### src/rtl/bankmap_pkg.sv
package bankmap_pkg;
  localparam int CPU_AW    = 16;
  localparam int PHYS_AW   = 17;
  localparam int DATA_W    = 8;
  localparam int SEL_W     = 3;
  localparam int NUM_BANKS = 6;
  localparam int COMMON_AW = 15;
  localparam int WIN_AW    = 14;
  localparam int LEN_W     = 3;
  localparam logic [CPU_AW-1:0] SEL_ADDR = 16'hFFF3;
endpackage

### src/rtl/bank_select_reg.sv
module bank_select_reg #(
  parameter int DATA_W    = 8,
  parameter int SEL_W     = 3,
  parameter int NUM_BANKS = 6
) (
  input  logic              clk,
  input  logic              rst_n,
  input  logic              wr_hit,
  input  logic              wr_blocked,
  input  logic [DATA_W-1:0] wdata,
  output logic [SEL_W-1:0]  bank,
  output logic              bad_code,
  output logic              win_write
);
  localparam logic [SEL_W-1:0] LAST_CODE = SEL_W'(NUM_BANKS - 1);

  logic [SEL_W-1:0] code;
  logic             code_ok;
  logic             accept;

  assign code      = wdata[SEL_W-1:0];
  assign code_ok   = (code <= LAST_CODE);
  assign accept    = wr_hit && !wr_blocked && code_ok;
  assign bad_code  = wr_hit && !code_ok;
  assign win_write = wr_hit && wr_blocked;

  always_ff @(posedge clk) begin
    if (!rst_n)      bank <= '0;
    else if (accept) bank <= code;
  end


  bank_in_range_chk: assert property (@(posedge clk) disable iff (!rst_n)
    bank <= LAST_CODE);

  bad_code_keeps_chk: assert property (@(posedge clk) disable iff (!rst_n)
    bad_code |=> $stable(bank));

  win_write_keeps_chk: assert property (@(posedge clk) disable iff (!rst_n)
    win_write |=> $stable(bank));

  accept_loads_chk: assert property (@(posedge clk) disable iff (!rst_n)
    (wr_hit && !wr_blocked && wdata[SEL_W-1:0] < SEL_W'(NUM_BANKS))
      |=> bank == $past(wdata[SEL_W-1:0]));
endmodule

### src/rtl/bank_addr_xlat.sv
module bank_addr_xlat #(
  parameter int CPU_AW    = 16,
  parameter int PHYS_AW   = 17,
  parameter int SEL_W     = 3,
  parameter int NUM_BANKS = 6,
  parameter int COMMON_AW = 15,
  parameter int WIN_AW    = 14
) (
  input  logic               clk,
  input  logic               rst_n,
  input  logic [SEL_W-1:0]   bank,
  input  logic [CPU_AW-1:0]  addr,
  output logic [PHYS_AW-1:0] phys,
  output logic               hit
);
  typedef logic [CPU_AW:0] ext_t;
  localparam ext_t COMMON_LIM = ext_t'(1 << COMMON_AW);
  localparam ext_t WIN_LIM    = ext_t'((1 << COMMON_AW) + (1 << WIN_AW));

  logic [PHYS_AW-1:0] base_tbl [NUM_BANKS];
  logic [PHYS_AW-1:0] base_sel;
  logic               in_common;
  logic               in_win;

  for (genvar g = 0; g < NUM_BANKS; g++) begin : g_base
    assign base_tbl[g] = PHYS_AW'((1 << COMMON_AW) + g * (1 << WIN_AW));
  end

  always_comb begin
    base_sel = '0;
    for (int i = 0; i < NUM_BANKS; i++)
      if (bank == SEL_W'(i)) base_sel = base_tbl[i];
  end

  assign in_common = ext_t'(addr) < COMMON_LIM;
  assign in_win    = !in_common && (ext_t'(addr) < WIN_LIM);

  always_comb begin
    phys = '0;
    if (in_common)   phys = PHYS_AW'(addr);
    else if (in_win) phys = base_sel + PHYS_AW'(addr[WIN_AW-1:0]);
  end
  assign hit = in_common || in_win;


  common_passthru_chk: assert property (@(posedge clk) disable iff (!rst_n)
    (addr[CPU_AW-1] == 1'b0) |-> (hit && phys[CPU_AW-1:0] == addr && phys[PHYS_AW-1:CPU_AW] == '0));

  above_window_chk: assert property (@(posedge clk) disable iff (!rst_n)
    (addr[CPU_AW-1:CPU_AW-2] == 2'b11) |-> (!hit && phys == '0));

  window_above_common_chk: assert property (@(posedge clk) disable iff (!rst_n)
    (addr[CPU_AW-1:CPU_AW-2] == 2'b10) |-> (hit && phys >= PHYS_AW'(1 << COMMON_AW)));
endmodule

### src/rtl/bank_guard.sv
module bank_guard #(
  parameter int CPU_AW    = 16,
  parameter int SEL_W     = 3,
  parameter int COMMON_AW = 15,
  parameter int LEN_W     = 3
) (
  input  logic              clk,
  input  logic              rst_n,
  input  logic [SEL_W-1:0]  bank,
  input  logic              acc_fetch,
  input  logic [CPU_AW-1:0] acc_addr,
  input  logic [LEN_W-1:0]  acc_len,
  input  logic              bad_code,
  input  logic              win_write,
  output logic              viol
);
  typedef logic [CPU_AW:0] ext_t;
  localparam ext_t COMMON_LIM = ext_t'(1 << COMMON_AW);

  ext_t last_byte;
  logic crosses;
  logic straddle_bad;
  logic cause;

  assign last_byte    = ext_t'(acc_addr) + ext_t'(acc_len) - ext_t'(1);
  assign crosses      = acc_fetch && (acc_len != '0)
                        && (ext_t'(acc_addr) < COMMON_LIM) && (last_byte >= COMMON_LIM);
  assign straddle_bad = crosses && (bank != '0);
  assign cause        = bad_code || win_write || straddle_bad;

  always_ff @(posedge clk) begin
    if (!rst_n) viol <= 1'b0;
    else        viol <= cause;
  end


  viol_has_cause_chk: assert property (@(posedge clk) disable iff (!rst_n)
    viol |-> $past(bad_code || win_write || (acc_fetch && bank != '0)));

  bad_code_flag_chk: assert property (@(posedge clk) disable iff (!rst_n)
    bad_code |=> viol);

  win_write_flag_chk: assert property (@(posedge clk) disable iff (!rst_n)
    win_write |=> viol);
endmodule

### src/rtl/bank_flash_mapper.sv
module bank_flash_mapper
  import bankmap_pkg::*;
(
  input  logic                clk,
  input  logic                rst_n,
  input  logic [CPU_AW-1:0]   reg_addr,
  input  logic                reg_wr,
  input  logic [DATA_W-1:0]   reg_wdata,
  output logic [DATA_W-1:0]   reg_rdata,
  input  logic [CPU_AW-1:0]   cur_pc,
  input  logic [CPU_AW-1:0]   acc_addr,
  input  logic                acc_fetch,
  input  logic [LEN_W-1:0]    acc_len,
  output logic [PHYS_AW-1:0]  phys_addr,
  output logic                flash_hit,
  output logic                viol
);
  logic             sel_hit;
  logic             wr_hit;
  logic             pc_in_win;
  logic [SEL_W-1:0] bank;
  logic             bad_code;
  logic             win_write;

  assign sel_hit   = (reg_addr == SEL_ADDR);
  assign wr_hit    = reg_wr && sel_hit;
  assign pc_in_win = (cur_pc[CPU_AW-1:CPU_AW-2] == 2'b10);
  assign reg_rdata = sel_hit ? {{(DATA_W-SEL_W){1'b0}}, bank} : '0;

  bank_select_reg #(
    .DATA_W(DATA_W), .SEL_W(SEL_W), .NUM_BANKS(NUM_BANKS)
  ) u_reg (
    .clk(clk), .rst_n(rst_n), .wr_hit(wr_hit), .wr_blocked(pc_in_win),
    .wdata(reg_wdata), .bank(bank), .bad_code(bad_code), .win_write(win_write)
  );

  bank_addr_xlat #(
    .CPU_AW(CPU_AW), .PHYS_AW(PHYS_AW), .SEL_W(SEL_W), .NUM_BANKS(NUM_BANKS),
    .COMMON_AW(COMMON_AW), .WIN_AW(WIN_AW)
  ) u_xlat (
    .clk(clk), .rst_n(rst_n), .bank(bank), .addr(acc_addr),
    .phys(phys_addr), .hit(flash_hit)
  );

  bank_guard #(
    .CPU_AW(CPU_AW), .SEL_W(SEL_W), .COMMON_AW(COMMON_AW), .LEN_W(LEN_W)
  ) u_guard (
    .clk(clk), .rst_n(rst_n), .bank(bank), .acc_fetch(acc_fetch),
    .acc_addr(acc_addr), .acc_len(acc_len), .bad_code(bad_code),
    .win_write(win_write), .viol(viol)
  );


  other_addr_reads_zero_chk: assert property (@(posedge clk) disable iff (!rst_n)
    !sel_hit |-> reg_rdata == '0);
endmodule

### config.mk
export PLATFORM = sky130hd
export DESIGN_NAME = bank_flash_mapper
export DESIGN_NICKNAME = d
export VERILOG_FILES = /design/src/rtl/bankmap_pkg.sv /design/src/rtl/bank_select_reg.sv /design/src/rtl/bank_addr_xlat.sv /design/src/rtl/bank_guard.sv /design/src/rtl/bank_flash_mapper.sv
export SDC_FILE = /design/constraint.sdc
export NUM_CORES = 1
export LEC_CHECK = 0
export CAP_MARGIN = 20
export CORE_UTILIZATION = 66
export CTS_BUF_LIST = sky130_fd_sc_hd__clkbuf_8
export CTS_CLUSTER_SIZE = 20
export DETAILED_ROUTE_END_ITERATION = 16
export DONT_BUFFER_PORTS = 1
export PLACE_DENSITY_LB_ADDON = 0.3
export SETUP_SLACK_MARGIN = 0.3
export SLEW_MARGIN = 20
export SYNTH_ARGS = -nofsm -noshare
export SYNTH_HDL_FRONTEND = slang
export SYNTH_HIERARCHICAL = 1
export SYNTH_SLANG_ARGS = --single-unit
### constraint.sdc
create_clock -name clk -period 2.61 [get_ports clk]
set_input_delay 0.3915 -clock clk [delete_from_list [all_inputs] [get_ports clk]]
set_output_delay 0.3915 -clock clk [all_outputs]
set_load 0.05 [all_outputs]
==> metrics.log <==
[metrics] maximum number of pins on one net before global-route repair: 16
[metrics] fraction of layout instances using a drive strength above 1: 0.263
[metrics] worst hold start: rst_n
[metrics] Avg WL per Cell: roughly 13 um
[metrics] type of the worst setup path: input port to flop
[metrics] Max-Cap Viols: 0
[metrics] worst IR drop on VDD: roughly 0.28 mV
[metrics] count of clock tree sinks: 4
[metrics] number of top-level pins: 90
[metrics] DRC violation count after routing: 0
[metrics] Static Leakage: 0.561 nW
[metrics] dominant combinational cell family by area after synthesis: simple AND/OR/NAND/NOR gates
[metrics] cell-by-cell trace of the critical path: inv_1 > ha_1 > inv_1 > ha_1 > inv_1 > fa_1 > nor2b_2 > o2111ai_1 > a2111oi_2 > o31a_2 > o211ai_2
[metrics] outcome: finished clean
[metrics] clock-pin slew on the worst setup and hold paths: about 0.030 ns
[metrics] number of rows in the core area: 14
[metrics] drt first pass iters: 4
[metrics] Vias per Instance: a little over 6
[metrics] post-cts resize count: 0
[metrics] cell total after placement: 150
[metrics] unrepaired setup endpoints after global routing: no
[metrics] CP dominant cell by count: sky130_fd_sc_hd__inv_1
[metrics] Synth area leaders: sky130_fd_sc_hd__ha_1 21%, sky130_fd_sc_hd__inv_1 9.3%, sky130_fd_sc_hd__dfxtp_1 7.6%, sky130_fd_sc_hd__and2_4 7.5%, sky130_fd_sc_hd__and2_2 4.3%
[metrics] final WL: about 2.0 mm
[metrics] worst clock skew on the final layout: around 0.00013 ns
[metrics] aggregate global routing overflow: 0
[metrics] vias after detailed routing: 931
[metrics] Post-synth top flop: sky130_fd_sc_hd__dfxtp_1
[metrics] die span in x: approximately 42 um
[metrics] Slowest-stage cell, CP: sky130_fd_sc_hd__a2111oi_2
[metrics] EDFF count, synth: 0
[metrics] Relative slew margins: 0.666
[metrics] Die Height: 41.9 um
[metrics] startpoint kind of the worst setup timing path: input port
[metrics] Placeable Area: roughly 1500 um2
[metrics] post-route cell area: ~1100 um2
[metrics] share of the clock period used by the worst path: 0.843
[metrics] timing startpoint of the critical path: acc_addr[1]
[metrics] CTS tree: done
[metrics] aggregate negative setup slack: 0 ns
[metrics] Cells on Worst Hold Path: 1
[metrics] overall global routing resource usage: 0.231
[metrics] simple logic cell fraction of the synthesized area: 0.336
[metrics] number of global-route vias before repair: about 870
[metrics] Hold Fails Final Rpt: 0
[metrics] number of unique standard cell types used by synthesis: roughly 40
[metrics] number of nets in the layout: around 220
[metrics] Adder-Cell Fraction of Synth Area: 0.233
[metrics] sequential share of the synthesized area: 0.0762
[metrics] count of yosys warnings during synthesis: 6
[metrics] Critical Path Sink Type: flop
[metrics] multiplexer share of the synthesized area: 0.00952
[metrics] per-instance average area after synthesis: around 7.9 um2
[metrics] WP data required: around 2.7 ns
[metrics] number of endpoints failing setup at the final stage: 0
[metrics] Yosys reg bits: 4
[metrics] total of fill cells in the finished design: roughly 120
[metrics] root buffer selected by CTS: sky130_fd_sc_hd__clkbuf_8
[metrics] Synth Instances: roughly 130
[metrics] final critical-path required period: 2.20 ns
[metrics] longest individual stage delay on the worst path: roughly 0.46 ns
[metrics] n_diodes: 0
[metrics] power density of the placed cells: ~350 nW/um2
[metrics] dominant cell type by area after synthesis: sky130_fd_sc_hd__ha_1
[metrics] Crit Reg-Reg Startpoint: u_reg/bank[1]
[metrics] largest buffer count on any clock path: 2
[metrics] slew of the pin with the lowest slew margin: around 0.50 ns
[metrics] remaining antenna violation count: 0
[metrics] highest net fanout along the worst path: 2
[metrics] Area Growth Syn to Fin: 4.76%
[metrics] fraction of synthesized cell area taken by the top area cell type: 0.214
[metrics] number of port buffers: 0
[metrics] number of cells in the finished layout apart from fillers: about 150
[metrics] worst flop-to-flop path endpoint: u_guard/viol
[metrics] Die Area: approximately 1800 um2
[metrics] post-CTS repair timing setup buffer count: 0
[metrics] hold crit path type: input port to flop
[metrics] hold path endpoint: u_reg/bank[2]
[metrics] async set or reset register ratio after synthesis: 0
[metrics] FMAX: 455 MHz
[metrics] Critical Path AT: around 2.3 ns
[metrics] parity-gate share of the synthesized area counting xor and xnor cells: 0.00833
[metrics] effective utilization at floorplan: 0.706
[metrics] cell area after synthesis: between 1000 and 1500 um2
[metrics] violation count after the first detailed-routing iteration: 17
[metrics] placed inst area: roughly 1100 um2
[metrics] CTS hold repair buffers: 0
[metrics] post-detailed-placement half-perimeter wirelength: between 1.5 and 2 mm
[metrics] Compound-Gate Fraction of Synth Area: 0.194
[metrics] CTS H-tree lvls: 1
[metrics] routability cong.: just under 0.8
[metrics] Inserted Clock Buffers: 3
[metrics] number of slew-limit violations in the final report: 0
[metrics] length in cells of the worst reg-to-reg path: 5
[metrics] wire length of the first global-routing pass: 3.27 mm
[metrics] Clk Latency, worst-skew pair: between 0.2 and 0.25 ns
[metrics] R2R Setup Slk: between 1 and 1.5 ns
[metrics] number of antenna violations at the first check in global routing: 0
[through the flow]
step	util	setup slack, ns	hold slack [ns]	total power, mW
finish	0.739	0.410	0.322	0.383
global route	0.739	0.346	0.315	0.406
CTS	0.739	0.430	0.319	0.384
detailed placement	0.712	0.214	0.479	0.254
global placement	0.712	0.237	0.477	0.249
floorplan	-	0.321	0.451	0.243
[flip-flops by register name (all words and copies together) (netlist names)]
name and flops:
u_guard/viol 1, u_reg/bank 3
[cells in the final DEF (no fill, tap or decap), drive strengths merged, types with 4 or more instances in the layout]
cell type / count
o21ai: 4
a21oi: 8
and2: 19
nand2b: 4
inv: 26
nand4: 5
nor2: 4
conb: 5
dfxtp: 4
ha: 18
nand2: 5
[Yosys cell counts, types with 2 or more instances]
| master | n |
|---|---|
| sky130_fd_sc_hd__inv_1 | 26 |
| sky130_fd_sc_hd__ha_1 | 18 |
| sky130_fd_sc_hd__and2_4 | 9 |
| sky130_fd_sc_hd__a21oi_1 | 6 |
| sky130_fd_sc_hd__and2_2 | 6 |
| sky130_fd_sc_hd__buf_4 | 5 |
| sky130_fd_sc_hd__nand4_1 | 5 |
| sky130_fd_sc_hd__and2_1 | 4 |
| sky130_fd_sc_hd__dfxtp_1 | 4 |
| sky130_fd_sc_hd__nand2_1 | 4 |
| sky130_fd_sc_hd__nor2_1 | 4 |
| sky130_fd_sc_hd__o21ai_0 | 4 |
| sky130_fd_sc_hd__a21o_1 | 3 |
| sky130_fd_sc_hd__nand2b_1 | 3 |
| sky130_fd_sc_hd__o221a_2 | 3 |
| sky130_fd_sc_hd__a21oi_2 | 2 |
| sky130_fd_sc_hd__nand4b_1 | 2 |
| sky130_fd_sc_hd__nor3_1 | 2 |
[layer usage]
layer	up-vias	share of wire	track usage
met4	0	0	0.103
met2	37	0.51	0.416
met1	440	0.44	0.272
met5	-	0	0
li1	454	-	-
met3	0	0.049	0.0217
[worst max-delay path: cells and delay by family]
family	cells	cell delay, ns
buffers and inverters	3	0.13
AOI/OAI and AO/OA	4	0.85
and+or+nand+nor	1	0.11
adders and majority gates	3	0.80
[report_power, final]
part,leakage (nW),switching [mW],internal [mW]
logic,0.507,0.132,0.0607
registers,0.0322,0.000000801,0.0616
clock network,0.0216,0.0302,0.0982
total,0.561,0.162,0.220
[cell families (layout without fill, tap and decap cells)]
logic type      after synthesis  after routing
compound gates               26             26
mux                           1              1
buf+inv                      32             32
simple gates                 49             49
fa+ha+maj                    19             19
xor+xnor                      1              1
other cells                   1              5
flops                         4              4
[how the worst max path moves through the flow]
| stage | to | slack (ns) | cells after the start |
|---|---|---|---|
| finish | u_guard/viol | 0.41 | 11 |
| global route | u_guard/viol | 0.35 | 11 |
| CTS | u_guard/viol | 0.43 | 11 |
| detailed placement | u_guard/viol | 0.21 | 11 |
| global placement | u_guard/viol | 0.24 | 11 |
| floorplan | u_guard/viol | 0.32 | 11 |
[area by class of cell]
class                   instances  area [um2]  area share
inverters                      26        97.6      0.0886
well taps                      16        20.0      0.0182
repair buffers                  3        22.5      0.0205
multi-input cells             101         840       0.762
clock buffers                   3        41.3      0.0375
flip-flops and latches          4        80.1      0.0727
No activity file was read; power rests on OpenSTA's default activity.
